<file path="config.mk">
export PLATFORM = sky130hd
export DESIGN_NAME = mir_hdlc_tx
export DESIGN_NICKNAME = d
export VERILOG_FILES = /design/src/rtl/mir_pkg.sv /design/src/rtl/mir_crc_lfsr.sv /design/src/rtl/mir_pulse_enc.sv /design/src/rtl/mir_framer.sv /design/src/rtl/mir_hdlc_tx.sv
export SDC_FILE = /design/constraint.sdc
export NUM_CORES = 1
export LEC_CHECK = 0
export ABC_AREA = 1
export BUFFER_PORTS_ARGS = -buffer_cell sky130_fd_sc_hd__clkbuf_2
export CORE_ASPECT_RATIO = 0.8
export CORE_MARGIN = 3
export CORE_UTILIZATION = 60
export DETAILED_ROUTE_END_ITERATION = 7
export PLACE_DENSITY_LB_ADDON = 0.15
export REMOVE_ABC_BUFFERS = 1
export SKIP_CTS_REPAIR_TIMING = 1
export SLEW_MARGIN = 20
export SYNTH_ARGS = -nofsm -noshare
export SYNTH_HDL_FRONTEND = slang
export SYNTH_SLANG_ARGS = --single-unit
</file>
<file path="constraint.sdc">
create_clock -name clk -period 2.05 [get_ports clk]
set_input_delay 0.3075 -clock clk [delete_from_list [all_inputs] [get_ports clk]]
set_output_delay 0.3075 -clock clk [all_outputs]
set_load 0.01 [all_outputs]
</file>
<file path="src/rtl/mir_pkg.sv">
package mir_pkg;

   typedef enum logic [2:0] {
      FR_IDLE  = 3'd0,
      FR_OPEN  = 3'd1,
      FR_DATA  = 3'd2,
      FR_FCS   = 3'd3,
      FR_CLOSE = 3'd4
   } fr_state_t;

   localparam int        FLAG_W    = 8;
   localparam logic [7:0] FLAG_PAT = 8'h7E;
   localparam int        RUN_LIMIT = 5;

endpackage

</file>
<file path="src/rtl/mir_crc_lfsr.sv">
module mir_crc_lfsr #(
   parameter int             CRC_W  = 16,
   parameter logic [CRC_W-1:0] POLY_R = 16'h8408,
   parameter logic [CRC_W-1:0] INIT   = 16'hFFFF
) (
   input  logic             clk,
   input  logic             rst_n,
   input  logic             clr,
   input  logic             adv,
   input  logic             din,
   input  logic             shift,
   output logic             lsb
);

   logic [CRC_W-1:0] crc_q;
   logic [CRC_W-1:0] crc_upd;
   logic             fb;

   if (CRC_W < 2) begin : g_bad_w
      $error("mir_crc_lfsr: CRC_W must be at least 2");
   end

   assign fb = crc_q[0] ^ din;

   for (genvar i = 0; i < CRC_W; i++) begin : g_tap
      if (i == CRC_W - 1) begin : g_top
         assign crc_upd[i] = fb & POLY_R[i];
      end else begin : g_mid
         assign crc_upd[i] = crc_q[i+1] ^ (fb & POLY_R[i]);
      end
   end

   always_ff @(posedge clk or negedge rst_n) begin
      if (!rst_n) begin
         crc_q <= INIT;
      end else if (clr) begin
         crc_q <= INIT;
      end else if (adv) begin
         crc_q <= crc_upd;
      end else if (shift) begin
         crc_q <= {1'b0, crc_q[CRC_W-1:1]};
      end
   end

   assign lsb = crc_q[0];

endmodule

</file>
<file path="src/rtl/mir_pulse_enc.sv">
module mir_pulse_enc #(
   parameter int TICKS_PER_BIT = 4,
   parameter int PULSE_TICKS   = 1
) (
   input  logic clk,
   input  logic rst_n,
   input  logic qtick,
   input  logic nxt_valid,
   input  logic nxt_bit,
   output logic take,
   output logic active,
   output logic ir_out
);

   localparam int PW = (TICKS_PER_BIT > 1) ? $clog2(TICKS_PER_BIT) : 1;
   localparam logic [PW-1:0] PH_LAST  = PW'(TICKS_PER_BIT - 1);
   localparam logic [PW-1:0] PH_PULSE = PW'(PULSE_TICKS);

   if (TICKS_PER_BIT < 2) begin : g_bad_tpb
      $error("mir_pulse_enc: TICKS_PER_BIT must be at least 2");
   end
   if (PULSE_TICKS < 1 || PULSE_TICKS >= TICKS_PER_BIT) begin : g_bad_pt
      $error("mir_pulse_enc: PULSE_TICKS must lie in 1..TICKS_PER_BIT-1");
   end

   logic [PW-1:0] phase;
   logic          cur_bit;
   logic          slot_end;

   assign slot_end = qtick && (!active || phase == PH_LAST);
   assign take     = slot_end && nxt_valid;

   always_ff @(posedge clk or negedge rst_n) begin
      if (!rst_n) begin
         phase   <= '0;
         cur_bit <= 1'b1;
         active  <= 1'b0;
      end else if (slot_end) begin
         phase <= '0;
         if (nxt_valid) begin
            cur_bit <= nxt_bit;
            active  <= 1'b1;
         end else begin
            cur_bit <= 1'b1;
            active  <= 1'b0;
         end
      end else if (qtick) begin
         phase <= phase + 1'b1;
      end
   end

   assign ir_out = active && !cur_bit && (phase < PH_PULSE);

endmodule

</file>
<file path="src/rtl/mir_framer.sv">
module mir_framer
   import mir_pkg::*;
#(
   parameter int DATA_W      = 8,
   parameter int START_FLAGS = 2,
   parameter int CRC_W       = 16
) (
   input  logic              clk,
   input  logic              rst_n,
   input  logic              s_valid,
   input  logic [DATA_W-1:0] s_data,
   input  logic              s_last,
   output logic              s_ready,
   input  logic              enc_active,
   input  logic              take,
   output logic              nxt_valid,
   output logic              nxt_bit,
   output logic              crc_clr,
   output logic              crc_adv,
   output logic              crc_din,
   output logic              crc_shift,
   input  logic              crc_lsb,
   output fr_state_t         st_o,
   output logic [2:0]        ones_o
);

   localparam int OPEN_BITS = START_FLAGS * FLAG_W;
   localparam int MAX_A     = (OPEN_BITS > CRC_W) ? OPEN_BITS : CRC_W;
   localparam int MAX_B     = (MAX_A > DATA_W) ? MAX_A : DATA_W;
   localparam int CW        = $clog2(MAX_B + 1);

   if (START_FLAGS < 1) begin : g_bad_sf
      $error("mir_framer: START_FLAGS must be at least 1");
   end
   if (DATA_W < 1) begin : g_bad_dw
      $error("mir_framer: DATA_W must be at least 1");
   end

   fr_state_t         state;
   logic [DATA_W-1:0] sh;
   logic              buf_full;
   logic              last_q;
   logic [CW-1:0]     cnt;
   logic [2:0]        ones;
   logic              stuff;
   logic              accept;
   logic              cur_one;

   assign stuff = (ones == 3'(RUN_LIMIT)) &&
                  (state == FR_DATA || state == FR_FCS || state == FR_CLOSE);

   always_comb begin
      nxt_valid = 1'b0;
      nxt_bit   = 1'b1;
      case (state)
         FR_OPEN: begin
            nxt_valid = 1'b1;
            nxt_bit   = FLAG_PAT[cnt[2:0]];
         end
         FR_DATA: begin
            if (stuff) begin
               nxt_valid = 1'b1;
               nxt_bit   = 1'b0;
            end else begin
               nxt_valid = buf_full;
               nxt_bit   = sh[0];
            end
         end
         FR_FCS: begin
            nxt_valid = 1'b1;
            nxt_bit   = stuff ? 1'b0 : ~crc_lsb;
         end
         FR_CLOSE: begin
            nxt_valid = 1'b1;
            nxt_bit   = stuff ? 1'b0 : FLAG_PAT[cnt[2:0]];
         end
         default: begin
            nxt_valid = 1'b0;
            nxt_bit   = 1'b1;
         end
      endcase
   end

   assign s_ready = !buf_full &&
                    ((state == FR_IDLE && !enc_active) ||
                     (state == FR_DATA && !last_q));
   assign accept  = s_valid && s_ready;

   assign cur_one   = nxt_bit;
   assign crc_clr   = accept && (state == FR_IDLE);
   assign crc_adv   = take && (state == FR_DATA) && !stuff;
   assign crc_din   = sh[0];
   assign crc_shift = take && (state == FR_FCS) && !stuff;

   always_ff @(posedge clk or negedge rst_n) begin
      if (!rst_n) begin
         state    <= FR_IDLE;
         sh       <= '0;
         buf_full <= 1'b0;
         last_q   <= 1'b0;
         cnt      <= '0;
         ones     <= '0;
      end else begin
         if (take) begin
            if (stuff) begin
               ones <= '0;
            end else begin
               case (state)
                  FR_OPEN: begin
                     if (cnt == CW'(OPEN_BITS - 1)) begin
                        cnt   <= '0;
                        ones  <= '0;
                        state <= FR_DATA;
                     end else begin
                        cnt <= cnt + 1'b1;
                     end
                  end
                  FR_DATA: begin
                     ones <= cur_one ? ones + 1'b1 : 3'd0;
                     sh   <= sh >> 1;
                     if (cnt == CW'(DATA_W - 1)) begin
                        cnt      <= '0;
                        buf_full <= 1'b0;
                        if (last_q) begin
                           state <= FR_FCS;
                        end
                     end else begin
                        cnt <= cnt + 1'b1;
                     end
                  end
                  FR_FCS: begin
                     ones <= cur_one ? ones + 1'b1 : 3'd0;
                     if (cnt == CW'(CRC_W - 1)) begin
                        cnt   <= '0;
                        state <= FR_CLOSE;
                     end else begin
                        cnt <= cnt + 1'b1;
                     end
                  end
                  FR_CLOSE: begin
                     ones <= '0;
                     if (cnt == CW'(FLAG_W - 1)) begin
                        cnt   <= '0;
                        state <= FR_IDLE;
                     end else begin
                        cnt <= cnt + 1'b1;
                     end
                  end
                  default: begin
                     cnt <= '0;
                  end
               endcase
            end
         end
         if (accept) begin
            sh       <= s_data;
            buf_full <= 1'b1;
            last_q   <= s_last;
            if (state == FR_IDLE) begin
               state <= FR_OPEN;
               cnt   <= '0;
               ones  <= '0;
            end
         end
      end
   end

   assign st_o   = state;
   assign ones_o = ones;

endmodule

</file>
<file path="src/rtl/mir_hdlc_tx.sv">
module mir_hdlc_tx
   import mir_pkg::*;
#(
   parameter int DATA_W        = 8,
   parameter int START_FLAGS   = 2,
   parameter int TICKS_PER_BIT = 4,
   parameter int PULSE_TICKS   = 1
) (
   input  logic              clk,
   input  logic              rst_n,
   input  logic              qtick,
   input  logic              s_valid,
   input  logic [DATA_W-1:0] s_data,
   input  logic              s_last,
   output logic              s_ready,
   output logic              ir_out
);

   localparam int CRC_W = 16;

   logic      take;
   logic      enc_active;
   logic      nxt_valid;
   logic      nxt_bit;
   logic      crc_clr;
   logic      crc_adv;
   logic      crc_din;
   logic      crc_shift;
   logic      crc_lsb;
   fr_state_t fr_state;
   logic [2:0] fr_ones;

   mir_framer #(
      .DATA_W     (DATA_W),
      .START_FLAGS(START_FLAGS),
      .CRC_W      (CRC_W)
   ) u_framer (
      .clk       (clk),
      .rst_n     (rst_n),
      .s_valid   (s_valid),
      .s_data    (s_data),
      .s_last    (s_last),
      .s_ready   (s_ready),
      .enc_active(enc_active),
      .take      (take),
      .nxt_valid (nxt_valid),
      .nxt_bit   (nxt_bit),
      .crc_clr   (crc_clr),
      .crc_adv   (crc_adv),
      .crc_din   (crc_din),
      .crc_shift (crc_shift),
      .crc_lsb   (crc_lsb),
      .st_o      (fr_state),
      .ones_o    (fr_ones)
   );

   mir_crc_lfsr #(
      .CRC_W (CRC_W),
      .POLY_R(16'h8408),
      .INIT  (16'hFFFF)
   ) u_crc (
      .clk  (clk),
      .rst_n(rst_n),
      .clr  (crc_clr),
      .adv  (crc_adv),
      .din  (crc_din),
      .shift(crc_shift),
      .lsb  (crc_lsb)
   );

   mir_pulse_enc #(
      .TICKS_PER_BIT(TICKS_PER_BIT),
      .PULSE_TICKS  (PULSE_TICKS)
   ) u_enc (
      .clk      (clk),
      .rst_n    (rst_n),
      .qtick    (qtick),
      .nxt_valid(nxt_valid),
      .nxt_bit  (nxt_bit),
      .take     (take),
      .active   (enc_active),
      .ir_out   (ir_out)
   );

endmodule

</file>
* Yosys cells after proc, flatten, opt, wreduce, memory -nomap -nowiden
Memories as Yosys holds them, arrays and structs flattened. Index checks and enable logic that the tools add are counted. W data, S select, Z words.
Word-level totals: bits in latches 0, output and inout port bits 2, ROM bits 8, memories kept 1, bits in writable memories 0, bits of input ports 13, register bits after elaboration 41
Memories:
- (name not given) | depth 8, width 1, rd ports 1, clocked after Yosys merged registers in 0, wr ports 0, RTL line mir_framer.sv:58 | nxt_bit = FLAG_PAT[cnt[2:0]];
Operators by class: muxes and demuxes 47, eq/ne operators 9, div/mod/pow operators 0, $lt $le $gt $ge 2, multipliers 0, reductions and logical operators 35, bitwise operators 4, shifts and indexed selects 0, add/sub/neg operators 3
Operators with widths (count):
- $mux W16 | 3
- $mux W3 | 15
- $mux W8 | 4
- $mux W5 | 6
- $logic_and A1 B1 Y1 | 14
- $mux W1 | 12
- $pmux W3 S4 | 1
- $pmux W5 S2 | 1
- $pmux W3 S3 | 1
- $reduce_bool A2 Y1 | 4
- $eq A3 B2 Y1 const B | 2
- $eq A3 B3 Y1 const B | 2
- $reduce_or A2 Y1 | 3
- $add A5 B1 Y5 const B | 1
- $eq A5 B3 Y1 const B | 1
- $eq A5 B4 Y1 const B | 1
- $logic_not A1 Y1 | 5
- $logic_or A1 B1 Y1 | 4
- $lt A3 B4 Y1 const B | 1
- $mux W2 | 2
- $pmux W1 S4 | 1
- $reduce_and A4 Y1 | 1
- $add A3 B1 Y3 const B | 1
- $eq A3 B1 Y1 const B | 1
- 11 further kinds | 13

* Depth between registers and ports, before layout
word-level depth 12, gate-level depth with buffers 11, depth with buffers taken out 11

* By module
A second synthesis with hierarchy kept.
Second synthesis, totals: cells, all modules 277, area, all modules 2332.2 µm²
By module, submodules not included:
- mir_framer | cells each 180, area each 1393.8 µm², times used 1
- mir_crc_lfsr | cells each 68, area each 713.2 µm², times used 1
- mir_pulse_enc | cells each 29, area each 225.2 µm², times used 1

* Worst setup path after synthesis
OpenSTA, ideal clock, no wires.
path type register to register, from reg u_framer.cnt[0], to reg u_framer.cnt[1], stages on the path, launching flop included 12, buffers on the path 0, required time 1973 ps, setup slack 487 ps, arrival time 1486 ps, library setup time 77 ps, path through dfrtp_1 ha_1 nand2_1 nor2_1 ha_1 inv_1 nand2_1 inv_1 a21oi_1 nor2_1 nand2_1 a21oi_1
Between the ends: longest elaborated chain between the ends 7, elaborated cells between the ends (all ways) 10, those cells by class 1 x add/sub; 2 x eq/ne; 7 x mux
RTL lines:
- start, declared | RTL line mir_framer.sv:43 | logic [CW-1:0] cnt;
- start signal, assigned | RTL line mir_framer.sv:115 | cnt <= cnt + 1'b1;
- start signal, assigned | RTL line mir_framer.sv:128 | cnt <= cnt + 1'b1;
- start signal, assigned | RTL line mir_framer.sv:137 | cnt <= cnt + 1'b1;
- $add A5 B1 Y5, or another cell as far along
- $mux W5 (on tied branches)
- $pmux W5 S2 (*) | RTL line mir_framer.sv:108 | case (state)
- $mux W5 (*) | RTL line mir_framer.sv:105 | if (stuff) begin
- $mux W5 (*) | RTL line mir_framer.sv:104 | if (take) begin
- $mux W5 | RTL line mir_framer.sv:159 | if (state == FR_IDLE) begin
- $mux W5 (*) | RTL line mir_framer.sv:155 | if (accept) begin
Every way passes the cells marked *; elsewhere a longest branch is shown, timed or not. A chain may end at the register's enable or synchronous reset.

* Worst setup path after layout
from reg u_framer.state[0] (netlist: u_framer.st_o[0]), to out s_ready
Between the ends: longest elaborated chain between the ends 4, elaborated cells between the ends (all ways) 6, those cells by class 1 x eq/ne; 5 x reduce/logical
RTL lines:
- start, declared | RTL line mir_framer.sv:39 | fr_state_t state;
- start signal, assigned | RTL line mir_framer.sv:97 | state <= FR_IDLE;
- start signal, assigned | RTL line mir_framer.sv:113 | state <= FR_DATA;
- start signal, assigned | RTL line mir_framer.sv:125 | state <= FR_FCS;
- $eq A3 B2 Y1 / $logic_not A3 Y1 (equally long branches) | RTL line mir_framer.sv:86, mir_framer.sv:85
- $logic_and A1 B1 Y1 (on tied branches) | RTL line mir_framer.sv:86, mir_framer.sv:85
- $logic_or A1 B1 Y1 (*) | RTL line mir_framer.sv:85 | ((state == FR_IDLE && !enc_active) ||
- $logic_and A1 B1 Y1 (*) | RTL line mir_framer.sv:84 | assign s_ready = !buf_full &&
- end, declared | RTL line mir_hdlc_tx.sv:15 | output logic s_ready,
Marked as above.

==> results_dict.tcl <==
set metrics [dict create \
    status "completed" \
    yosys_warnings 0 \
    seq_area_frac_synth 0.452 \
    layout-drive-gt1-share 0.202 \
    layout_min_cycle_time_ns 1.87 \
    max_slew_margin 0.666 \
    final-hold-violation-count 0 \
    grt_pass1_wl_um 7490 \
    r2r_cells 7 \
    ioPinCount 15 \
    synth_area_leader_cell "dfrtp_1" \
    cts_max_level 2 \
    clk_latency_ns 0.29 \
    place.gp.congestion 0.935 \
    use_met2 0.315 \
    met1_usage 0.308 \
    synth_cell_types 33 \
    syn_avg_cell_area_um2 7.85 \
    final.setup_skew_ns 0.00511 \
    fin_area_um2 2560 \
    io_buffer_count 14 \
    final.period_utilization 0.910 \
    clock-sinks 41 \
    die_area_um2 4640 \
    cts_tree "built" \
    routed_wirelength_um 4340 \
    hold_path_class "in -> async" \
    drc_errors 0 \
    start_util 0.649 \
    crit_arrival_ns 1.56 \
    grt-ovfl-total 0 \
    drt_pre_antenna_iters 5 \
    grt_usage 0.212 \
    antenna_found_initial 0 \
    placed_area_um2 2430 \
    fmax_mhz 536 \
    ys_top_cells_by_area "dfrtp_1 (26%), dfstp_2 (19%), nand2_1 (18%)" \
    met3_usage 0.0473 \
    ff2ff_setup_slack_ns 0.19 \
    synth_cells 295 \
    start_kind "register" \
    viasPerCell 5.19 \
    syn2layout_area_growth_pct 10.4 \
    most-common-layout-cells "nand2_1 (108), inv_1 (33), dfrtp_1 (24), o21ai_0 (19)" \
    first_global_vias 1686 \
    num_antenna_cells 0 \
    clockBufferDepth 2 \
    endpoint_kind "output pin" \
    setup_viol 0 \
    finalNetCount 337 \
    layout_commonest_cell "nand2_1" \
    grt_busiest_layer "met2" \
    powerDensity_nw_per_um2 591 \
    hpwl_um 3060 \
    tns_ns 0 \
    post-place-ws_ns 0.227 \
    drv_cap 0 \
    syn_area_um2 2310 \
    worstPathRequired_ns 1.74 \
    crit_fanout 8 \
    clk_pin_slew_ns 0.08 \
    rsz0062_at_grt "false" \
    via_count 1863 \
    fp.dieW_um 75.4 \
    crit_type "reg -> out" \
    cts-root-buf "clkbuf_8" \
    slew_viol_final 0 \
    p_leak_uw 0.00133 \
    coreArea_um2 3570 \
    drt_iter0_drc 156 \
    row_count 19 \
    drt-wirelength-per-cell_um 12.1 \
    die_h_um 61.6 \
    peakVddDrop_uv 530 \
    final.setup.worst_slack_ns 0.185 \
    numCtsBuffers 5 \
    synth_top_area_frac 0.259 \
    worst_pin_slew_ns 0.501 \
    grt_max_degree 42 \
    final_antenna_net_count 0 \
    ys_ff_latch 41 \
]
[cell usage after synthesis]
cell / instances
nand2_1: 108
inv_1: 33
dfrtp_1: 24
o21ai_0: 19
a21oi_1: 17
dfstp_2: 17
nor2_1: 14
nand3_1: 13
ha_1: 8
nand2_2: 4
xor2_1: 4
inv_2: 3
nand4_1: 3
nor2_2: 3
a31oi_1: 2
buf_4: 2
buf_6: 2
nand3_4: 2
o22ai_1: 2
or2_2: 2
a21oi_2: 1
a21oi_4: 1
and2_1: 1
buf_2: 1
nand3_2: 1
nand3b_1: 1
nor2_4: 1
nor2_8: 1
nor3_1: 1
o21ai_1: 1
o21ai_2: 1
o22a_1: 1
xnor2_1: 1
[critical path, stage by stage (launching register included)]
cell and delay, ns:
dfrtp_1 0.42, inv_1 0.13, nand3_2 0.20, o21ai_2 0.23
inv_1 0.06, nor2_1 0.09, clkbuf_2 0.14
[routing by layer]
metal | routed length, um | vias to the layer above
li1 | - | 974
met1 | 2210 | 846
met2 | 1890 | 39
met3 | 196 | 4
met4 | 38 | 0
met5 | 0 | -
[area by class of cell]
cell class / instances / area (um2)
multi-input combinational: 213 / 1090
timing repair buffer: 19 / 108
fill: 297 / 1010
inverter: 36 / 135
sequential: 41 / 1050
clock inverter: 1 / 5.00
tap: 42 / 52.6
clock buffer: 7 / 119
[metrics by stage]
| step | utilization | hold WS, ns | total power (uW) | std cells |
|---|---|---|---|---|
| after global placement | 0.682 | 0.394 | 855 | 351 |
| after CTS | 0.717 | 0.0823 | 1520 | 359 |
| after detailed placement | 0.682 | 0.397 | 856 | 351 |
| after floorplan | - | 0.0119 | 826 | 290 |
| after global routing | 0.717 | 0.0971 | 1560 | 359 |
| final | 0.717 | 0.0640 | 1510 | 359 |
[sequential cells by signal, summed over array words and instances (netlist names)]
signal / count
u_framer.last_q: 1
u_enc.active: 1
u_enc.phase: 2
u_framer.sh: 8
u_framer.st_o: 3
u_framer.ones_o: 3
u_enc.cur_bit: 1
u_crc.crc_q: 16
u_framer.cnt: 5
u_framer.buf_full: 1
[logic make-up after synthesis]
| kind of cell | count (synthesis) | synth area share |
|---|---|---|
| flip-flops | 41 | 0.452 |
| adder cells (fa/ha/maj) | 8 | 0.0432 |
| AND/OR/NAND/NOR | 155 | 0.299 |
| AO/OA/AOI/OAI | 45 | 0.109 |
| XOR/XNOR | 5 | 0.0189 |
| buffers and inverters | 41 | 0.0768 |
[worst paths after layout]
| path | from | end |
|---|---|---|
| worst min-delay path | rst_n | u_framer.cnt[3] |
| worst max-delay path | u_framer.st_o[0] | s_ready |
| worst min register to register | u_crc.crc_q[6] | u_crc.crc_q[6] |
| min in group clk | s_last | u_framer.last_q |
| worst max register to register | u_framer.st_o[1] | u_framer.st_o[1] |
| max in group asynchronous | rst_n | u_crc.crc_q[0] |
[power by group]
group	switching [uW]	internal, uW
Clock	286	386
Combinational	20.2	9.57
Sequential	0.000000244	810
Note: power is estimated with default switching activity, not from simulation.
